<file path="src/rtl/dbg_fr_pkg.sv">
// Package: shared constants and codes for the debug fault-record unit.
// Assumes a single word width for all recorded registers.
package dbg_fr_pkg;
    localparam int NREG = 5;

    // Cause codes carried with each event pulse.
    typedef enum logic [2:0] {
        CZ_BRK  = 3'd0,
        CZ_WPT  = 3'd1,
        CZ_SWBK = 3'd2,
        CZ_VCAT = 3'd3,
        CZ_PABT = 3'd4,
        CZ_DABT = 3'd5
    } cause_e;

    // Register slots, also the software write-select values.
    localparam int SL_DSTAT = 0;
    localparam int SL_ISTAT = 1;
    localparam int SL_DADDR = 2;
    localparam int SL_IADDR = 3;
    localparam int SL_WADDR = 4;

    // Vector-catch target kinds.
    localparam logic [1:0] VK_PABT = 2'd1;
    localparam logic [1:0] VK_DABT = 2'd2;

    // Status code written on a debug event.
    localparam logic [4:0] DBG_EVT_CODE = 5'b00010;

    // Offsets.
    localparam int WP_OFF_WIDE   = 8;
    localparam int WP_OFF_NARROW = 4;
    localparam int LNK_SHORT     = 4;
    localparam int LNK_LONG      = 8;
endpackage

</file>
<file path="src/rtl/dbg_fr_decode.sv">
// Module: dbg_fr_decode
// Purely combinational. Turns an event (cause, state, mode, vector kind)
// into a taken flag, a per-register update mask with update values, and
// the link value. Undefined address fields are written as zero.
// Assumes DW >= 5.
module dbg_fr_decode
    import dbg_fr_pkg::*;
#(
    parameter int DW = 32
) (
    input  logic                      evt_vld,
    input  logic [2:0]                evt_cause,
    input  logic [DW-1:0]             evt_addr,
    input  logic                      evt_isa16,
    input  logic                      mon_mode,
    input  logic [1:0]                vc_kind,
    output logic                      taken,
    output logic [NREG-1:0]           upd,
    output logic [NREG-1:0][DW-1:0]   upd_val,
    output logic [DW-1:0]             link_val
);
    localparam logic [DW-1:0] EVT_WORD = {{(DW-5){1'b0}}, DBG_EVT_CODE};

    logic          vc_masked;
    logic [DW-1:0] lnk_off;
    logic [DW-1:0] wp_off;

    // Abort-vector catches are dropped in monitor mode.
    always_comb vc_masked = mon_mode && (vc_kind == VK_PABT || vc_kind == VK_DABT);

    // Watchpoint address offset depends on instruction state.
    always_comb wp_off = evt_isa16 ? DW'(WP_OFF_NARROW) : DW'(WP_OFF_WIDE);

    // Cause decode: which registers change and to what.
    always_comb begin
        taken   = 1'b0;
        upd     = '0;
        upd_val = '0;
        lnk_off = DW'(LNK_SHORT);
        if (evt_vld) begin
            case (evt_cause)
                CZ_WPT: begin
                    taken             = 1'b1;
                    lnk_off           = DW'(LNK_LONG);
                    upd[SL_DSTAT]     = 1'b1;
                    upd_val[SL_DSTAT] = EVT_WORD;
                    upd[SL_DADDR]     = 1'b1;
                    upd[SL_WADDR]     = 1'b1;
                    upd_val[SL_WADDR] = evt_addr + wp_off;
                end
                CZ_BRK, CZ_SWBK, CZ_VCAT: begin
                    if (!(evt_cause == CZ_VCAT && vc_masked)) begin
                        taken             = 1'b1;
                        upd[SL_ISTAT]     = 1'b1;
                        upd_val[SL_ISTAT] = EVT_WORD;
                        upd[SL_IADDR]     = 1'b1;
                    end
                end
                CZ_PABT: taken = 1'b1;
                CZ_DABT: begin
                    taken   = 1'b1;
                    lnk_off = DW'(LNK_LONG);
                end
                default: taken = 1'b0;
            endcase
        end
    end

    // Link value for the handler.
    always_comb link_val = evt_addr + lnk_off;
endmodule

</file>
<file path="src/rtl/dbg_fr_bank.sv">
// Module: dbg_fr_bank
// The five recorded registers. Each register takes its event update
// first and a matching software write otherwise. Assumes upd/upd_val are
// combinational from the same cycle's event.
module dbg_fr_bank
    import dbg_fr_pkg::*;
#(
    parameter int DW = 32,
    parameter int SW = 3
) (
    input  logic                      clk,
    input  logic                      rst_n,
    input  logic [NREG-1:0]           upd,
    input  logic [NREG-1:0][DW-1:0]   upd_val,
    input  logic                      wr_en,
    input  logic [SW-1:0]             wr_sel,
    input  logic [DW-1:0]             wr_data,
    output logic [NREG-1:0][DW-1:0]   q
);
    for (genvar g = 0; g < NREG; g++) begin : g_reg
        logic sw_hit;

        // Software write decode for this slot.
        always_comb sw_hit = wr_en && (wr_sel == SW'(g));

        // Register update: reset, then event, then software.
        always_ff @(posedge clk) begin
            if (!rst_n)      q[g] <= '0;
            else if (upd[g]) q[g] <= upd_val[g];
            else if (sw_hit) q[g] <= wr_data;
        end

        assert_sw_load_R9: assert property (@(posedge clk) disable iff (!rst_n)
            (sw_hit && !upd[g]) |=> (q[g] == $past(wr_data)));

        assert_evt_wins_R10: assert property (@(posedge clk) disable iff (!rst_n)
            upd[g] |=> (q[g] == $past(upd_val[g])));

        assert_idle_hold_R9: assert property (@(posedge clk) disable iff (!rst_n)
            (!upd[g] && !sw_hit) |=> $stable(q[g]));
    end
endmodule

</file>
<file path="src/rtl/dbg_fr_link.sv">
// Module: dbg_fr_link
// Registers the taken strobe and the link value. The link value holds
// between taken events.
module dbg_fr_link #(
    parameter int DW = 32
) (
    input  logic          clk,
    input  logic          rst_n,
    input  logic          taken,
    input  logic [DW-1:0] link_val,
    output logic          taken_q,
    output logic [DW-1:0] link_q
);
    // Strobe and link capture.
    always_ff @(posedge clk) begin
        if (!rst_n) begin
            taken_q <= 1'b0;
            link_q  <= '0;
        end else begin
            taken_q <= taken;
            if (taken) link_q <= link_val;
        end
    end

    assert_link_hold_R6: assert property (@(posedge clk) disable iff (!rst_n)
        !taken |=> $stable(link_q));
endmodule

</file>
<file path="src/rtl/dbg_fault_rec.sv">
// Module: dbg_fault_rec (top)
// Debug exception fault-record unit: decodes a one-cycle event pulse,
// updates the fault-record registers, and produces the link value and a
// taken strobe one edge later. Assumes events are single-cycle pulses.
module dbg_fault_rec
    import dbg_fr_pkg::*;
#(
    parameter int DW = 32
) (
    input  logic          clk,
    input  logic          rst_n,
    input  logic          evt_vld,
    input  logic [2:0]    evt_cause,
    input  logic [DW-1:0] evt_addr,
    input  logic          evt_isa16,
    input  logic          mon_mode,
    input  logic [1:0]    vc_kind,
    input  logic          wr_en,
    input  logic [2:0]    wr_sel,
    input  logic [DW-1:0] wr_data,
    output logic [DW-1:0] dstat_o,
    output logic [DW-1:0] istat_o,
    output logic [DW-1:0] daddr_o,
    output logic [DW-1:0] iaddr_o,
    output logic [DW-1:0] waddr_o,
    output logic [DW-1:0] link_o,
    output logic          taken_o
);
    logic                    taken;
    logic [NREG-1:0]         upd;
    logic [NREG-1:0][DW-1:0] upd_val;
    logic [DW-1:0]           link_val;
    logic [NREG-1:0][DW-1:0] regs;

    dbg_fr_decode #(.DW(DW)) u_dec (
        .evt_vld   (evt_vld),
        .evt_cause (evt_cause),
        .evt_addr  (evt_addr),
        .evt_isa16 (evt_isa16),
        .mon_mode  (mon_mode),
        .vc_kind   (vc_kind),
        .taken     (taken),
        .upd       (upd),
        .upd_val   (upd_val),
        .link_val  (link_val)
    );

    dbg_fr_bank #(.DW(DW), .SW(3)) u_bank (
        .clk     (clk),
        .rst_n   (rst_n),
        .upd     (upd),
        .upd_val (upd_val),
        .wr_en   (wr_en),
        .wr_sel  (wr_sel),
        .wr_data (wr_data),
        .q       (regs)
    );

    dbg_fr_link #(.DW(DW)) u_link (
        .clk      (clk),
        .rst_n    (rst_n),
        .taken    (taken),
        .link_val (link_val),
        .taken_q  (taken_o),
        .link_q   (link_o)
    );

    // Output mapping of the register slots.
    always_comb begin
        dstat_o = regs[SL_DSTAT];
        istat_o = regs[SL_ISTAT];
        daddr_o = regs[SL_DADDR];
        iaddr_o = regs[SL_IADDR];
        waddr_o = regs[SL_WADDR];
    end

    assert_wp_iside_hold_R2: assert property (@(posedge clk) disable iff (!rst_n)
        (evt_vld && evt_cause == CZ_WPT && !wr_en)
        |=> ($stable(istat_o) && $stable(iaddr_o)));

    assert_wp_addr_R3: assert property (@(posedge clk) disable iff (!rst_n)
        (evt_vld && evt_cause == CZ_WPT)
        |=> (waddr_o == $past(evt_addr) + ($past(evt_isa16) ? DW'(4) : DW'(8))));

    assert_bp_dside_hold_R4: assert property (@(posedge clk) disable iff (!rst_n)
        (evt_vld && (evt_cause == CZ_BRK || evt_cause == CZ_SWBK) && !wr_en)
        |=> ($stable(dstat_o) && $stable(daddr_o) && $stable(waddr_o)));

    assert_vc_mask_R5: assert property (@(posedge clk) disable iff (!rst_n)
        (evt_vld && evt_cause == CZ_VCAT && mon_mode &&
         (vc_kind == VK_PABT || vc_kind == VK_DABT)) |=> !taken_o);

    assert_dabt_link_R6: assert property (@(posedge clk) disable iff (!rst_n)
        (evt_vld && evt_cause == CZ_DABT) |=> (link_o == $past(evt_addr) + DW'(8)));

    assert_strobe_src_R7: assert property (@(posedge clk) disable iff (!rst_n)
        taken_o |-> $past(evt_vld));

    assert_abort_regs_R8: assert property (@(posedge clk) disable iff (!rst_n)
        (evt_vld && (evt_cause == CZ_PABT || evt_cause == CZ_DABT) && !wr_en)
        |=> ($stable(dstat_o) && $stable(istat_o) && $stable(waddr_o)));
endmodule

</file>
<file path="config.mk">
export PLATFORM = sky130hd
export DESIGN_NAME = dbg_fault_rec
export DESIGN_NICKNAME = d
export VERILOG_FILES = /design/src/rtl/dbg_fr_pkg.sv /design/src/rtl/dbg_fr_decode.sv /design/src/rtl/dbg_fr_bank.sv /design/src/rtl/dbg_fr_link.sv /design/src/rtl/dbg_fault_rec.sv
export SDC_FILE = /design/constraint.sdc
export NUM_CORES = 1
export LEC_CHECK = 0
export BUFFER_PORTS_ARGS = -buffer_cell sky130_fd_sc_hd__buf_2
export CORE_MARGIN = 1.5
export CORE_UTILIZATION = 51
export DETAILED_ROUTE_END_ITERATION = 16
export PLACE_DENSITY = 0.78
export SYNTH_ARGS = -nofsm -noshare
export SYNTH_HDL_FRONTEND = slang
export SYNTH_SLANG_ARGS = --single-unit
</file>
<file path="constraint.sdc">
create_clock -name clk -period 2.5 [get_ports clk]
set_input_delay 0.375 -clock clk [delete_from_list [all_inputs] [get_ports clk]]
set_output_delay 0.375 -clock clk [all_outputs]
set_load 0.02 [all_outputs]
</file>
After elaboration in Yosys (flattened, before gate mapping)
Index checks and enable logic that the tools add are counted.
{"block": "totals", "latch_bits": 0, "elab_cells": 60, "in_bits": 78, "ram_bits": 0, "rom_bits": 0, "output_inout_bits": 193, "regBits": 193, "mem_count": 0}
{"block": "op_classes", "muxes": 21, "n_bitwise": 1, "mul": 0, "eq_ne": 11, "order_cmp": 0, "addsub": 2, "n_div": 0, "n_shift": 0, "n_reduce_logical": 18}
{"op": "32-bit 2-to-1 mux", "count": 10}
{"op": "32-bit adder", "count": 2}
{"op": "64-bit 2-to-1 mux", "count": 1}
{"op": "3-bit by 2-bit == test with 1-bit output (second input constant)", "count": 4}
{"op": "3-bit == test (second input constant)", "count": 3}
{"op": "4-bit 2-to-1 mux", "count": 2}
{"op": "1-bit logical AND", "count": 7}
{"op": "3-bit by 1-bit == test with 1-bit output (second input constant)", "count": 2}
{"op": "3-bit zero test", "count": 2}
{"op": "2-bit nonzero test", "count": 3}
{"op": "2-bit OR reduction", "count": 3}
{"op": "3-bit OR reduction", "count": 2}
{"op": "5-bit 2-to-1 mux", "count": 1}
{"op": "1-bit 2-to-1 mux", "count": 4}
{"op": "2-bit 2-to-1 mux", "count": 2}
{"op": "2-bit by 1-bit == test with 1-bit output (second input constant)", "count": 1}
{"op": "2-bit == test (second input constant)", "count": 1}
{"op": "1-bit one-hot mux with 2 select lines", "count": 1}
{"op": "1-bit logical OR", "count": 1}
{"op": "1-bit inverter", "count": 1}

Longest topological paths before layout
{"block": "logic_depth", "word_depth": 8, "mapped_depth": 9, "ltp_nobuf": 8}

Cells and area by module
A second synthesis with hierarchy kept.
{"block": "unflattened", "hier_cells": 1368, "area_unflattened_um2": 10503.8}
{"module": "dbg_fr_bank", "seq_area_each_um2": 3203.1, "cells_per_inst": 900, "area_per_inst_um2": 6736.5, "n_inst": 1}
{"module": "dbg_fr_decode", "seq_area_each_um2": 0.0, "cells_per_inst": 363, "area_per_inst_um2": 2497.4, "n_inst": 1}
{"module": "dbg_fr_link", "seq_area_each_um2": 660.6, "cells_per_inst": 105, "area_per_inst_um2": 1270.0, "n_inst": 1}

Worst setup path after synthesis
No wires, ideal clock.
{"block": "synth_path", "path_kind": "input -> register", "start": "input evt_cause[1]", "end": "register u_link.link_q[18]", "setup_time_ns": 0.133, "required_ns": 2.367, "arrival_ns": 2.159, "setup_slack_ns": 0.208, "path_buffers": 1, "cell_stages": 9, "cell_sequence": "nand3b_1 ha_1 inv_1 fa_1 clkbuf_1 nor4_4 nor2b_1 xnor2_1 a21oi_1"}
{"block": "synth_between", "elab_chain_len": 5, "elab_cells_between_ends": 16, "classes_between": "add/sub (1); eq/ne (5); mux (5); reduce/logical (5)"}
{"element": "start, declared", "line": "dbg_fault_rec.sv:13", "text": "input logic [2:0] evt_cause,"}
{"element": "3-bit == test, or another cell as far along", "line": "dbg_fr_decode.sv:41", "text": "case (evt_cause)"}
{"element": "2-bit OR reduction (no source line) / 1-bit logical AND (equally long branches)"}
{"element": "4-bit 2-to-1 mux / 1-bit 2-to-1 mux (equally long branches)", "line": "dbg_fr_decode.sv:41, dbg_fr_decode.sv:52"}
{"element": "32-bit 2-to-1 mux / 1-bit one-hot mux with 2 select lines (equally long branches)", "line": "dbg_fr_decode.sv:40, dbg_fr_decode.sv:41"}
{"element": "32-bit adder / 1-bit 2-to-1 mux (equally long branches)", "line": "dbg_fr_decode.sv:70, dbg_fr_decode.sv:40"}
{"element": "end signal, assigned", "line": "dbg_fr_link.sv:21", "text": "if (taken) link_q <= link_val;"}
{"element": "end, declared", "line": "dbg_fr_link.sv:12", "text": "output logic [DW-1:0] link_q"}
Several ways; a longest one is shown, not always the timed one.
A chain may end at the register's enable or synchronous reset.

Final worst setup path
{"block": "layout_path", "start": "input evt_isa16", "end": "register u_bank.q[156] in the netlist's numbering"}
{"block": "layout_between", "elab_chain_len": 5}
{"element": "start, declared", "line": "dbg_fault_rec.sv:15", "text": "input logic evt_isa16,"}
{"element": "4-bit 2-to-1 mux", "line": "dbg_fr_decode.sv:32", "text": "always_comb wp_off = evt_isa16 ? DW'(WP_OFF_NARROW) : DW'(WP_OFF_WIDE);"}
{"element": "32-bit adder", "line": "dbg_fr_decode.sv:49", "text": "upd_val[SL_WADDR] = evt_addr + wp_off;"}
{"element": "32-bit 2-to-1 mux", "line": "dbg_fr_decode.sv:41"}
{"element": "32-bit 2-to-1 mux", "line": "dbg_fr_decode.sv:40", "text": "if (evt_vld) begin"}
{"element": "32-bit 2-to-1 mux", "line": "dbg_fr_bank.sv:29", "text": "else if (upd[g]) q[g] <= upd_val[g];"}
{"element": "end signal, assigned by index", "line": "dbg_fr_bank.sv:29"}
{"element": "end signal, assigned by index", "line": "dbg_fr_bank.sv:30", "text": "else if (sw_hit) q[g] <= wr_data;"}
{"element": "end, declared", "line": "dbg_fr_bank.sv:18", "text": "output logic [NREG-1:0][DW-1:0] q"}
No other way between the ends.

==> results by group <==
Routing
  • Initial drt markers: 655
  • Post-Route WL: 25.7 mm
  • Routed length per instance: 17.0 um
  • Drt first pass iters: 7
  • Vias/cell: 5.41
  • Top Metal Used: met4
  • Residual DRC count: 0
  • Metal-1 WL: 11.2 mm
  • Routed wl met3: 1.96 mm
  • DR vias: slightly above 8000
  • Routed Antenna Nets: 0
  • Met2 WL post-DR: about 12 mm

Floorplanning
  • IO Pins: 271
  • Initial Util: 52.0%
  • Rows: 46
  • Die W: 130 um
  • Core area: between 15000 and 20000 sq um
  • Die ar.: 16800 sq um
  • Chip height: 130 um

Pwr
  • Total power: 0.00683 W
  • Pwr dens: 661 nW/um^2
  • Peak VDD IR: 501 uV
  • Leakage: between 4 and 5 nW

Global route
  • Largest net degree at the start of global routing: 64
  • Vias in the first global route: 7044
  • GRT overflow: 0
  • Global-route usage over all layers: ~30%
  • Initial antenna violation count: 0
  • First-pass GRT wire length: about 39 mm

Logic synthesis
  • Post-synthesis compound-gate area fraction: 15.9%
  • Syn. warnings: 0
  • Synth Area in Simple Gates: 24.8%
  • Mapped cell area: ~8200 sq um
  • Main combinational cell family by area after synthesis: simple AND/OR/NAND/NOR gates
  • Synth area leader: dfxtp_1
  • Post-synthesis mux area share: less than 1%
  • Synth area leaders: dfxtp_1 47%, nand2_1 15%, a21oi_1 9.8%
  • Sequential fraction of the synthesis area: 47.2%
  • Asr flop ratio synth: 0%
  • Average cell area after synthesis: 7.79 sq um
  • Post-Synth Adder-Cell Area: 1.10%
  • Post-synthesis xor/xnor area fraction: under 10%
  • Most common flop cell mapped by yosys: dfxtp_1
  • Register bit total from synthesis: 193
  • Netlist cell types: 43
  • Top-count cell post-synth: nand2_1
  • Mapped Cells: 1052
  • Synth top cells by count: 332 x nand2_1, 193 x dfxtp_1, 161 x a21oi_1, 70 x clkbuf_1, 60 x nor2_1
  • Top-area cell type share of the netlist area: 47.2%
  • Syn_nets: about 1100
  • Post-synth EDFFs: 0

Finish
  • # diodes: 0
  • Post-route cell area: approximately 10000 sq um
  • Non-Filler Instances: 1511
  • Layout Nets: 1366
  • Layout cell share with drive strength beyond 1: 27.0%
  • Area grow syn2layout: 26.2%
  • Fillers: between 1000 and 1500

Clocking
  • CTS tree: done
  • Root Driver: clkbuf_16
  • Post-CTS setup buffers: 0
  • Clock transition at path regs: approximately 70 ps
  • Total CTS buffers: 17
  • CTS Hold Bufs: 0
  • Clock sinks: 193
  • Clk_lat worst skew: 430 ps
  • CTS max path bufs: 2
  • Post-CTS sizing: 0
  • H-tree levels: 4

STA
  • F_max: 506 MHz
  • Tmin final: 1980 ps
  • Final Hold Vio Count: 0
  • Max Slew Vio Count: 0
  • Actual transition at the worst max-transition pin: roughly 670 ps
  • Layout Skew: 0 ps
  • RSZ-0062 raised after global routing: no
  • Tcrit/Tclk final: 79.1%
  • WHS: 201 ps
  • Setup_tns: 0 ps
  • Endpoints failing setup: 0
  • Max transition margin: about 55%

Flow run
  • Max-Cap Viols: 0

Placed design
  • Placed Area: 9750 sq um
  • Dpl cells: 1479
  • Final Wtd Congestion: ~0.83
  • DP Wirelength: 18.4 mm
  • Buffers on Ports: 270

Critical path
  • Crit start category: input port
  • CP max FO: 5
  • Worst R2R End: u_bank.q[149]
  • Critical setup path kind: in -> reg
  • FF-to-FF setup slack: 1620 ps
  • CP arrival: 2320 ps
  • Worst r2r src: u_bank.q[149]
  • CP endpoint kind: register
  • Worst EP required: between 2000 and 3000 ps
  • FF-to-FF path depth: 3

Hold path
  • Min-Delay Startpoint: evt_addr[1]
  • Min-Delay Path Depth: 3
  • Hold Path Class: in -> reg
  • Endpoint, Worst Hold: u_link.link_q[1]

Status
  • Outcome: completed
==> sequential cells by signal (all words and copies together) (netlist names) <==
signal and flops:
u_link.link_q 32, u_bank.q 160, u_link.taken_q 1
==> stage by stage <==
stage	setup slack, ps	util, %
after global routing	385	65.6
after global placement	164	61.9
after floorplan	208	-
after CTS	521	65.6
final	523	65.6
after detailed placement	106	61.9
==> cell type report <==
cell class              instances  area, sq um  share of cell area, %
multi-input cells             764         3990                   38.5
flip-flops and latches        193         3860                   37.4
repair buffers                296         1600                   15.4
clock buffers                  17          425                   4.11
well taps                     216          270                   2.61
clock inverters                15          163                   1.57
inverters                      10         37.5                  0.363
==> layer usage <==
metal,vias up,track usage [%]
li1,3958,-
met1,3787,40.1
met2,367,45.9
met3,62,6.44
met4,0,11.5
met5,-,0
==> logic make-up (layout without fill, tap and decap cells) <==
| kind of cell | count (synthesis) | count (layout) |
|---|---|---|
| AO/OA/AOI/OAI | 231 | 231 |
| buffers and inverters | 95 | 338 |
| adder cells (fa/ha/maj) | 6 | 6 |
| flip-flops | 193 | 193 |
| XOR/XNOR | 55 | 55 |
| AND/OR/NAND/NOR | 467 | 467 |
| multiplexers | 5 | 5 |
==> critical path, stage by stage <==
cell and delay (ps):
buf_2 110, ha_1 190, inv_1 60, fa_1 430, nor4_4 490, nand4_1 190
xor2_1 200, a221oi_2 280
==> worst max path at each step <==
stage                 start                end  slack [ps]  cells past startpoint
4_1_cts           evt_isa16      u_bank.q[156]         520                      8
2_1_floorplan  evt_cause[1]  u_link.link_q[18]         210                      9
6_report          evt_isa16      u_bank.q[156]         520                      8
5_1_grt           evt_isa16      u_bank.q[156]         390                      8
3_5_place_dp      evt_isa16      u_bank.q[156]         110                      8
3_3_place_gp   evt_cause[1]  u_link.link_q[18]         160                     10
==> cells in the final DEF, fill, tap and decap left out, types with 13 or more instances in the layout <==
master and count:
buf_4 22, dfxtp_1 193, nor2_1 58, a21oi_1 161, o21ai_0 29, nand2_1 330, xor2_1 38, nand3_1 16
xnor2_1 17, clkbuf_16 17, buf_2 270, a311oi_1 13
==> power breakdown <==
group | internal [W] | leakage [nW] | switching [W]
Sequential | 0.00318 | 1.57 | 0.0000531
Combinational | 0.000280 | 2.54 | 0.000581
Clock | 0.00142 | 0.276 | 0.00132
Power figures use the tool's default switching activity.
